==> src/rtl/irtx_pkg.sv <==
package irtx_pkg;

    localparam int WORD_BYTES = 4;
    localparam int WORD_W     = WORD_BYTES * 8;
    localparam int IDX_W      = $clog2(WORD_BYTES);
    localparam int TAIL_W     = WORD_W - 8;
    localparam int TCNT_W     = IDX_W;
    localparam int ADDR_W     = 5;

    localparam logic [ADDR_W-1:0] OFS_CTRL  = 5'h00;
    localparam logic [ADDR_W-1:0] OFS_STAT  = 5'h04;
    localparam logic [ADDR_W-1:0] OFS_TAIL1 = 5'h14;
    localparam logic [ADDR_W-1:0] OFS_TAIL2 = 5'h18;
    localparam logic [ADDR_W-1:0] OFS_TAIL3 = 5'h1C;

    localparam logic [15:0] CRC_PRESET   = 16'hFFFF;
    localparam logic [15:0] CRC_POLY_REV = 16'h8408;

    typedef enum logic [1:0] {
        KIND_DATA = 2'd0,
        KIND_CRC  = 2'd1,
        KIND_END  = 2'd2
    } byte_kind_e;

    typedef enum logic [2:0] {
        ST_IDLE,
        ST_LOAD,
        ST_SEND,
        ST_TAIL,
        ST_CRC_LO,
        ST_CRC_HI,
        ST_FLAG
    } seq_state_e;

    typedef struct packed {
        seq_state_e        state;
        logic [IDX_W-1:0]  idx;
        logic [WORD_W-1:0] word;
    } seq_t;

    typedef struct packed {
        logic              en;
        logic              strict;
        logic [TAIL_W-1:0] tail;
        logic [TCNT_W-1:0] cnt;
        logic              urun;
    } regs_t;

    // One byte through the reflected CRC-16 register.
    function automatic logic [15:0] crc_step(input logic [15:0] c, input logic [7:0] b);
        logic [15:0] r;
        r = c ^ {8'h00, b};
        for (int i = 0; i < 8; i++) begin
            r = r[0] ? ((r >> 1) ^ CRC_POLY_REV) : (r >> 1);
        end
        return r;
    endfunction

endpackage

==> src/rtl/irtx_regs.sv <==
module irtx_regs
    import irtx_pkg::*;
(
    input  logic                    clk,
    input  logic                    rst_n,
    input  logic                    wr_en,
    input  logic [ADDR_W-1:0]       wr_addr,
    input  logic [WORD_W-1:0]       wr_data,
    input  logic                    tail_done,
    input  logic                    underrun_set,
    output logic                    ctrl_en,
    output logic                    ctrl_strict,
    output logic [TAIL_W-1:0]       tail_data,
    output logic [TCNT_W-1:0]       tail_cnt,
    output logic                    underrun
);

    regs_t r_d, r_q;
    logic  unused_hi;

    assign unused_hi = ^wr_data[WORD_W-1:TAIL_W];

    always_comb begin
        r_d = r_q;
        // Consumption first, so that a tail write in the same cycle survives.
        if (tail_done) begin
            r_d.cnt = '0;
        end
        if (wr_en) begin
            case (wr_addr)
                OFS_CTRL: begin
                    r_d.en     = wr_data[0];
                    r_d.strict = wr_data[1];
                end
                OFS_STAT: begin
                    if (wr_data[0]) begin
                        r_d.urun = 1'b0;
                    end
                end
                OFS_TAIL1: begin
                    r_d.tail = wr_data[TAIL_W-1:0];
                    r_d.cnt  = TCNT_W'(1);
                end
                OFS_TAIL2: begin
                    r_d.tail = wr_data[TAIL_W-1:0];
                    r_d.cnt  = TCNT_W'(2);
                end
                OFS_TAIL3: begin
                    r_d.tail = wr_data[TAIL_W-1:0];
                    r_d.cnt  = TCNT_W'(3);
                end
                default: ;
            endcase
        end
        // A fresh underrun overrides a clearing write in the same cycle.
        if (underrun_set) begin
            r_d.urun = 1'b1;
        end
    end

    always_ff @(posedge clk or negedge rst_n) begin
        if (!rst_n) begin
            r_q <= '{en: 1'b0, strict: 1'b0, tail: '0, cnt: '0, urun: 1'b0};
        end else begin
            r_q <= r_d;
        end
    end

    assign ctrl_en     = r_q.en;
    assign ctrl_strict = r_q.strict;
    assign tail_data   = r_q.tail;
    assign tail_cnt    = r_q.cnt;
    assign underrun    = r_q.urun;

endmodule

==> src/rtl/irtx_crc.sv <==
module irtx_crc
    import irtx_pkg::*;
(
    input  logic        clk,
    input  logic        rst_n,
    input  logic        crc_init,
    input  logic        crc_upd,
    input  logic [7:0]  byte_in,
    output logic [15:0] crc_val
);

    logic [15:0] crc_d, crc_q;

    always_comb begin
        crc_d = crc_q;
        if (crc_init) begin
            crc_d = CRC_PRESET;
        end else if (crc_upd) begin
            crc_d = crc_step(crc_q, byte_in);
        end
    end

    always_ff @(posedge clk or negedge rst_n) begin
        if (!rst_n) begin
            crc_q <= CRC_PRESET;
        end else begin
            crc_q <= crc_d;
        end
    end

    assign crc_val = crc_q;

endmodule

==> src/rtl/irtx_seq.sv <==
module irtx_seq
    import irtx_pkg::*;
#(
    parameter logic [7:0] FLAG_BYTE = 8'h7E
) (
    input  logic                    clk,
    input  logic                    rst_n,
    input  logic                    ctrl_en,
    input  logic                    ctrl_strict,
    input  logic [TAIL_W-1:0]       tail_data,
    input  logic [TCNT_W-1:0]       tail_cnt,
    input  logic                    fifo_valid,
    input  logic [WORD_W-1:0]       fifo_data,
    output logic                    fifo_ready,
    input  logic                    out_ready,
    output logic                    out_valid,
    output logic [7:0]              out_byte,
    output logic [1:0]              out_kind,
    input  logic [15:0]             crc_val,
    output logic                    crc_init,
    output logic                    crc_upd,
    output logic                    tail_done,
    output logic                    underrun_set
);

    localparam logic [IDX_W-1:0] LAST_IDX = IDX_W'(WORD_BYTES - 1);

    seq_t              s_d, s_q;
    logic [WORD_W-1:0] tail_ext;
    logic [7:0]        word_byte;
    logic [7:0]        tail_byte;

    assign tail_ext  = {{(WORD_W-TAIL_W){1'b0}}, tail_data};
    assign word_byte = s_q.word[s_q.idx*8 +: 8];
    assign tail_byte = tail_ext[s_q.idx*8 +: 8];

    always_comb begin
        s_d          = s_q;
        fifo_ready   = 1'b0;
        out_valid    = 1'b0;
        out_byte     = 8'h00;
        out_kind     = KIND_DATA;
        crc_init     = 1'b0;
        crc_upd      = 1'b0;
        tail_done    = 1'b0;
        underrun_set = 1'b0;

        case (s_q.state)
            ST_IDLE: begin
                fifo_ready = ctrl_en;
                if (ctrl_en && fifo_valid) begin
                    s_d.word  = fifo_data;
                    s_d.idx   = '0;
                    s_d.state = ST_SEND;
                    crc_init  = 1'b1;
                end
            end
            ST_LOAD: begin
                fifo_ready = 1'b1;
                if (fifo_valid) begin
                    s_d.word  = fifo_data;
                    s_d.idx   = '0;
                    s_d.state = ST_SEND;
                end else if (ctrl_strict) begin
                    underrun_set = 1'b1;
                    s_d.state    = ST_IDLE;
                end else if (tail_cnt != '0) begin
                    s_d.idx   = '0;
                    s_d.state = ST_TAIL;
                end else begin
                    s_d.state = ST_CRC_LO;
                end
            end
            ST_SEND: begin
                out_valid = 1'b1;
                out_byte  = word_byte;
                out_kind  = KIND_DATA;
                if (out_ready) begin
                    crc_upd = 1'b1;
                    if (s_q.idx == LAST_IDX) begin
                        s_d.state = ST_LOAD;
                    end else begin
                        s_d.idx = s_q.idx + 1'b1;
                    end
                end
            end
            ST_TAIL: begin
                out_valid = 1'b1;
                out_byte  = tail_byte;
                out_kind  = KIND_DATA;
                if (out_ready) begin
                    crc_upd = 1'b1;
                    if (s_q.idx == (tail_cnt - 1'b1)) begin
                        tail_done = 1'b1;
                        s_d.state = ST_CRC_LO;
                    end else begin
                        s_d.idx = s_q.idx + 1'b1;
                    end
                end
            end
            ST_CRC_LO: begin
                out_valid = 1'b1;
                out_byte  = ~crc_val[7:0];
                out_kind  = KIND_CRC;
                if (out_ready) begin
                    s_d.state = ST_CRC_HI;
                end
            end
            ST_CRC_HI: begin
                out_valid = 1'b1;
                out_byte  = ~crc_val[15:8];
                out_kind  = KIND_CRC;
                if (out_ready) begin
                    s_d.state = ST_FLAG;
                end
            end
            ST_FLAG: begin
                out_valid = 1'b1;
                out_byte  = FLAG_BYTE;
                out_kind  = KIND_END;
                if (out_ready) begin
                    s_d.state = ST_IDLE;
                end
            end
            default: begin
                s_d.state = ST_IDLE;
            end
        endcase
    end

    always_ff @(posedge clk or negedge rst_n) begin
        if (!rst_n) begin
            s_q <= '{state: ST_IDLE, idx: '0, word: '0};
        end else begin
            s_q <= s_d;
        end
    end

endmodule

==> src/rtl/irtx_frame_finisher.sv <==
module irtx_frame_finisher
    import irtx_pkg::*;
#(
    parameter logic [7:0] FLAG_BYTE = 8'h7E
) (
    input  logic              clk,
    input  logic              rst_n,
    input  logic              wr_en,
    input  logic [4:0]        wr_addr,
    input  logic [31:0]       wr_data,
    input  logic              fifo_valid,
    input  logic [31:0]       fifo_data,
    output logic              fifo_ready,
    output logic              out_valid,
    output logic [7:0]        out_byte,
    output logic [1:0]        out_kind,
    input  logic              out_ready,
    output logic              underrun
);

    logic              ctrl_en;
    logic              ctrl_strict;
    logic [TAIL_W-1:0] tail_data;
    logic [TCNT_W-1:0] tail_cnt;
    logic              tail_done;
    logic              underrun_set;
    logic              crc_init;
    logic              crc_upd;
    logic [15:0]       crc_val;

    irtx_regs u_regs (
        .clk          (clk),
        .rst_n        (rst_n),
        .wr_en        (wr_en),
        .wr_addr      (wr_addr),
        .wr_data      (wr_data),
        .tail_done    (tail_done),
        .underrun_set (underrun_set),
        .ctrl_en      (ctrl_en),
        .ctrl_strict  (ctrl_strict),
        .tail_data    (tail_data),
        .tail_cnt     (tail_cnt),
        .underrun     (underrun)
    );

    irtx_crc u_crc (
        .clk      (clk),
        .rst_n    (rst_n),
        .crc_init (crc_init),
        .crc_upd  (crc_upd),
        .byte_in  (out_byte),
        .crc_val  (crc_val)
    );

    irtx_seq #(
        .FLAG_BYTE (FLAG_BYTE)
    ) u_seq (
        .clk          (clk),
        .rst_n        (rst_n),
        .ctrl_en      (ctrl_en),
        .ctrl_strict  (ctrl_strict),
        .tail_data    (tail_data),
        .tail_cnt     (tail_cnt),
        .fifo_valid   (fifo_valid),
        .fifo_data    (fifo_data),
        .fifo_ready   (fifo_ready),
        .out_ready    (out_ready),
        .out_valid    (out_valid),
        .out_byte     (out_byte),
        .out_kind     (out_kind),
        .crc_val      (crc_val),
        .crc_init     (crc_init),
        .crc_upd      (crc_upd),
        .tail_done    (tail_done),
        .underrun_set (underrun_set)
    );

endmodule

==> config.mk <==
export PLATFORM = sky130hd
export DESIGN_NAME = irtx_frame_finisher
export DESIGN_NICKNAME = d
export VERILOG_FILES = /design/src/rtl/irtx_pkg.sv /design/src/rtl/irtx_regs.sv /design/src/rtl/irtx_crc.sv /design/src/rtl/irtx_seq.sv /design/src/rtl/irtx_frame_finisher.sv
export SDC_FILE = /design/constraint.sdc
export NUM_CORES = 1
export LEC_CHECK = 0
export BUFFER_PORTS_ARGS = -buffer_cell sky130_fd_sc_hd__buf_4
export CAP_MARGIN = 0
export CORE_ASPECT_RATIO = 0.6
export CORE_MARGIN = 8
export CORE_UTILIZATION = 50
export DETAILED_ROUTE_END_ITERATION = 8
export PLACE_DENSITY = 0.72
export SLEW_MARGIN = 5
export SYNTH_ARGS = -nofsm -noshare
export SYNTH_HDL_FRONTEND = slang
export SYNTH_HIERARCHICAL = 1
export SYNTH_SLANG_ARGS = --single-unit
==> constraint.sdc <==
create_clock -name clk -period 2.3 [get_ports clk]
set_input_delay 0.46 -clock clk [delete_from_list [all_inputs] [get_ports clk]]
set_output_delay 0.46 -clock clk [all_outputs]
set_load 0.02 [all_outputs]
==> results.yml, run 1 <==
synth:
  netlist_instances: 350
  yosysTopAreaCell: "dfrtp_1"
  syn-num-nets: 426
  ys_seq_area_share_pct: 45.9
  syn_area_per_cell_um2: 12.9
  synth-main-ff-cell: "dfrtp_1"
  yosysMostFrequentCell: "dfrtp_1"
  yosysWarningCount: 6
  synth-seq-cells: 82
  ys_top_cells_by_area: "dfrtp_1, mux2_2, dfstp_2"
  synth_top_area_share_pct: 36.6
  synthArstFlopShare_pct: 100
  netlist-cell-type-count: 53
  synth_area_um2: 4520
  synth_edf_count: 0
  netlist_top_cells_count: "dfrtp_1, mux2_2, mux2_4"
floorplanning:
  coreArea_um2: 8990
  die_h_um: 89.6
  die_x_um: 139
  initial_core_util_pct: 50.3
  ios: 87
  dieArea_um2: 12400
  rows: 27
outcome:
  outcome: "complete, but fails checks"
  failed_checks: "setup timing"
timing:
  setup_ws_ps: -233
  fmax_mhz: 395
  finalCriticalPeriod_ps: 2530
  hold_violations: 0
  finalSetupViolCount: 18
  rsz0062_at_grt: "yes"
  slew_headroom_pct: 63.0
  post-route-period-util_pct: 110
  fin_worst_skew_ps: 10.3
  setup_tns_ps: -2240
  worst_pin_slew_ps: 555
  final_max_slew_viol_count: 0
grt:
  grt_start_max_net_pins: 43
  gr-usage-all-layers_pct: 19.4
  first_global_vias: 3561
  antenna_found_initial: 0
  grt_pass1_wl_um: 18500
  overflow: 0
flow_run:
  drv_cap: 0
placement:
  io_buffer_count: 78
  gp_congestion: 0.822
  hpwlAfterDp_um: 8420
  place_inst: 566
routing:
  drtPass1Iterations: 4
  vias_per_cell: 5.60
  remaining_drc_errors: 0
  wirelength_um: 11400
  ant_nets: 0
  vias: 3309
  wl_per_cell_um: 19.3
  drt_iter0_drc: 193
pwr:
  peakVddDrop_uv: 746
  p_leak_nw: 2.87
  power_density_nw_per_um2: 1700
clock_network:
  clk_latency_ps: 350
  clockRootBuffer: "clkbuf_16"
  numCtsBuffers: 9
  clock_path_buffers: 2
  cts_htree_levels: 3
  clk_pin_slew_ps: 60
  cts_sinks: 82
  cts_tree: "yes"
critical_path:
  timing.rr.end: "u_crc/crc_val[3]$_DFFE_PN1P_"
  critical_path_class: "reg2out"
  cp.required_ps: 1840
  worstPathArrival_ps: 2070
  critPathLaunchType: "register"
  endpoint_kind: "primary output"
  cp-startpoint: "u_seq/s_q[36]$_DFFE_PN0P_"
  cp_max_fo: 9
  r2r_cells: 9
  rrSetupSlack_ps: -160
  regToRegStartpoint: "u_seq/s_q[36]$_DFFE_PN0P_"
finish:
  finalNonFillerCells: 591
  synthToLayoutAreaGrowth_pct: 39.0
  n_antenna_cell: 0
  final_layout_size_suffix_gt1_share_pct: 57.7
  final_nets: 546
hold_path:
  hold_path_class: "in2async"
-- flip-flops by register name, summed over array words and instances (netlist names) --
signal	cells
u_regs/tail_data	24
u_regs/tail_cnt	2
u_regs/ctrl_en	1
u_regs/ctrl_strict	1
u_regs/underrun	1
u_seq/s_q	37
u_crc/crc_val	16
-- report_power, final --
| part | internal, W | switching [W] | total [W] | leakage [nW] |
|---|---|---|---|---|
| combinational | 0.00380 | 0.00275 | 0.00656 | 1.76 |
| sequential | 0.00217 | 0.000462 | 0.00264 | 0.964 |
| clock | 0.000904 | 0.000569 | 0.00147 | 0.150 |
| total | 0.00688 | 0.00378 | 0.0107 | 2.87 |
-- logic make-up after synthesis --
logic type,after synthesis,synth area share (%)
muxes,79,23.2
buffers and inverters,28,3.57
DFF,82,45.9
AOI/OAI and AO/OA,59,9.45
xor gates and xnor gates,27,8.70
adders and majority gates,2,0.554
and+or+nand+nor,73,8.67
-- critical path: stages (launching register included) --
cell and delay, ps:
dfrtp_1 370, nand3b_1 200, buf_12 170, mux4_2 390, nor2_4 50, o31ai_4 290, buf_4 160, buf_6 110
-- timing repair --
item / 4_1_cts / 5_1_grt
hold endpoints to repair: 0 / 0
pin swaps: 10 / 3
hold buffers: 0 / 0
resized for setup: 39 / 11
endpoints found under the setup margin: 22 / 23
setup buffers: 6 / 3
-- area by class of cell --
cell class                 instances  area (µm²)
clock buffer                      13         260
clock inverter                     3        47.5
multi-input combinational        240        2610
timing repair buffer             131        1120
sequential                        82        2070
fill                             616        2710
inverter                           6        22.5
tap                              116         145
-- routing by layer --
metal  vias to the layer above  part of all wire, %  track usage, %  wire length, µm
li1                       1529                    -               -                -
met2                        94                   47            31.9             5390
met3                        16                  5.6            5.33              636
met5                         -                    0               0                0
met4                         0                  1.6            6.82              180
met1                      1670                   46            24.7             5190
-- cell usage in the layout, fill, tap and decap left out, types with 9 or more instances in the layout --
cell       count
nand2_1       11
dfstp_2       16
clkbuf_16      9
mux2_2        45
dfrtp_1       66
nor2_1         9
nor2b_1       13
buf_6         20
nor3_1         9
buf_4        106
mux2_4        20
a21oi_1       10
-- through the flow --
step	util, %	hold WS [ps]	cell area (µm²)	total power, W	worst slack [ps]
3_5_place_dp	63.1	475	5670	0.00832	-139
2_1_floorplan	-	164	4700	0.00652	-101
5_1_grt	69.9	144	6280	0.0113	-322
4_1_cts	68.9	120	6190	0.0105	-246
6_report	69.9	103	6280	0.0107	-233
3_3_place_gp	63.1	466	5670	0.00813	-89.5
-- worst max path at each step --
stage                                              end  slack, ps  cells past startpoint
after detailed placement  u_crc/crc_val[8]$_DFFE_PN1P_       -140                      8
after CTS                                  out_byte[6]       -250                      7
after global routing                       out_byte[4]       -320                      7
after global placement    u_crc/crc_val[8]$_DFFE_PN1P_        -90                      8
final                                      out_byte[0]       -230                      7
after floorplan           u_crc/crc_val[3]$_DFFE_PN1P_       -100                      9
Power figures use the tool's default switching activity.
==> run 2: changes to the inputs <==
--- a/config.mk
+++ b/config.mk
@@ -9,9 +9,10 @@
 export CAP_MARGIN = 0
 export CORE_ASPECT_RATIO = 0.6
 export CORE_MARGIN = 8
-export CORE_UTILIZATION = 50
+export CORE_UTILIZATION = 40
+export CTS_CLUSTER_DIAMETER = 50
 export DETAILED_ROUTE_END_ITERATION = 8
-export PLACE_DENSITY = 0.72
+export PLACE_DENSITY = 0.59
 export SLEW_MARGIN = 5
 export SYNTH_ARGS = -nofsm -noshare
 export SYNTH_HDL_FRONTEND = slang
==> run 2 against run 1 <==
  * The run still ends with setup timing left
  * Global-route usage decreased by 3.6 points
  * Non-clock buffer count decreased by 4
  * Sequential cell count unchanged
  * Die area increased by 21%
  * Fmax decreased by 0.19%
  * Via count decreased by 1.7%
  * First-iteration DRC count decreased by 36%
  * Critical path depth unchanged
  * Register-to-register slack got worse by 50 ps
  * Clock skew decreased by 3.7 ps
  * Sequential power about the same
  * Routed wire length increased by 0.65%
  * Critical path type unchanged
==> results.yml, run 2 (synthesized netlist as in run 1, its figures left out) <==
clock_network:
  clockRootBuffer: "clkbuf_16"
  cts_tree: "yes"
  cts_htree_levels: 3
  numCtsBuffers: 9
  clock_path_buffers: 2
  clk_latency_ps: 330
  clk_pin_slew_ps: 60
  hold_buffers: 0
  cts_sinks: 82
routing:
  vias: 3252
  wl_per_cell_um: 18.7
  remaining_drc_errors: 0
  drt_iter0_drc: 123
  vias_per_cell: 5.29
  ant_nets: 0
  drtPass1Iterations: 4
  wirelength_um: 11500
timing:
  fmax_mhz: 394
  finalSetupViolCount: 19
  fin_worst_skew_ps: 6.55
  final_max_slew_viol_count: 0
  hold_violations: 0
  hold_ws_ps: 136
  slew_headroom_pct: 59.9
  rsz0062_at_grt: "yes"
  worst_pin_slew_ps: 602
  post-route-period-util_pct: 110
  finalCriticalPeriod_ps: 2540
  setup_ws_ps: -238
grt:
  grt_start_max_net_pins: 45
  overflow: 0
  first_global_vias: 3557
  antenna_found_initial: 0
  grt_pass1_wl_um: 19000
  gr-usage-all-layers_pct: 15.8
critical_path:
  critical_path_class: "reg2out"
  cp_max_fo: 9
  worstPathArrival_ps: 2080
  cp.required_ps: 1840
  slowest_stage: "mux4_2"
  worstPathCellList: "nand3b_1 > buf_12 > mux4_2 > nor2_4 > o31ai_4 > buf_4 > buf_6"
  critPathLaunchType: "register"
  cpPeakStageDelay_ps: 560
  endpoint_kind: "primary output"
floorplanning:
  die_h_um: 98.3
  coreArea_um2: 11100
  initial_core_util_pct: 40.5
  rows: 30
  die_x_um: 153
  ios: 87
  dieArea_um2: 15100
placement:
  place_inst: 590
  io_buffer_count: 78
  gp_congestion: 0.792
  hpwlAfterDp_um: 8380
finish:
  final_common_cell: "buf_4"
  largest_register_ffs: 37
  final_layout_size_suffix_gt1_share_pct: 57.5
  final_nets: 542
  top_register: "u_seq/s_q"
  n_antenna_cell: 0
  synthToLayoutAreaGrowth_pct: 37.6
  final_cell_mix: "buf_4, dfrtp_1, mux2_2"
  finalNonFillerCells: 615
pwr:
  p_leak_nw: 2.82
  power.switching_w: 0.00372
  power_frac_comb_pct: 61.2
  peakVddDrop_uv: 644
  power_density_nw_per_um2: 1670
  intPower_w: 0.00667
  p_sw_share_pct: 35.8
  p_seq_share_pct: 25.2
  p_clk_share_pct: 13.6
outcome:
  outcome: "complete, but fails checks"
  failed_checks: "setup timing"
flow_run:
  drv_cap: 0
hold_path:
  hold_path_class: "in2async"
run 2: area by class of cell:
cell class,count,area [µm²]
tap,144,180
clock buffer,11,233
timing repair buffer,127,1070
fill,919,4930
multi-input combinational,240,2580
inverter,6,22.5
clock inverter,5,55.1
sequential,82,2070
run 2: worst max-delay path: cells and delay by family (launching register included):
kind | cells | cell delay [ps]
flip-flops | 1 | 390
AO/OA/AOI/OAI | 1 | 90
multiplexers | 1 | 560
AND/OR/NAND/NOR | 2 | 260
buffers and inverters | 3 | 430
run 2: layer usage:
| metal | vias up | part of all wire (%) | global-route usage, % |
|---|---|---|---|
| met5 | - | 0 | 0 |
| met2 | 86 | 46 | 24.5 |
| li1 | 1516 | - | - |
| met3 | 12 | 4.5 | 4.32 |
| met1 | 1638 | 48 | 21.5 |
| met4 | 0 | 1.0 | 3.86 |
run 2: path summary, 6_finish.rpt:
kind,startpoint,cells past startpoint,endpoint,slack (ps)
max reg2reg,u_seq/s_q[36]$_DFFE_PN0P_,9,u_crc/crc_val[3]$_DFFE_PN1P_,-210
min in group clk,wr_data[14],2,u_regs/tail_data[14]$_DFFE_PN0P_,350
min,rst_n,1,u_seq/s_q[31]$_DFFE_PN0P_,140
min reg2reg,u_regs/underrun$_DFFE_PN0P_,1,u_regs/underrun$_DFFE_PN0P_,490
max in group asynchronous,rst_n,2,u_regs/tail_data[5]$_DFFE_PN0P_,1540
max,u_seq/s_q[34]$_DFFE_PN0P_,7,out_byte[4],-240
run 2: power by group through the flow:
stage                     sequential, W  clock (W)  combinational, W
after floorplan                 0.00248          0           0.00405
after detailed placement        0.00261          0           0.00560
after global routing            0.00271    0.00150           0.00684
after CTS                       0.00262    0.00144           0.00614
final                           0.00262    0.00141           0.00636
after global placement          0.00259          0           0.00551
run 2: metrics by stage:
step                utilization [%]  area (µm²)  power, W  setup WS (ps)  setup TNS [ps]
floorplan                         -        4700   0.00652           -101            -288
finish                         55.8        6220    0.0104           -238           -2330
CTS                            55.3        6160    0.0102           -260           -2600
global placement               50.9        5670   0.00810           -109            -696
detailed placement             50.9        5670   0.00821           -151            -937
global route                   55.8        6220    0.0110           -317           -4480
run 2: what timing repair did:
action | in CTS | in global routing
gates cloned | 0 | 0
setup endpoints to repair | 21 | 23
resized for setup | 36 | 8
setup buffers | 6 | 3
pin swaps | 4 | 3
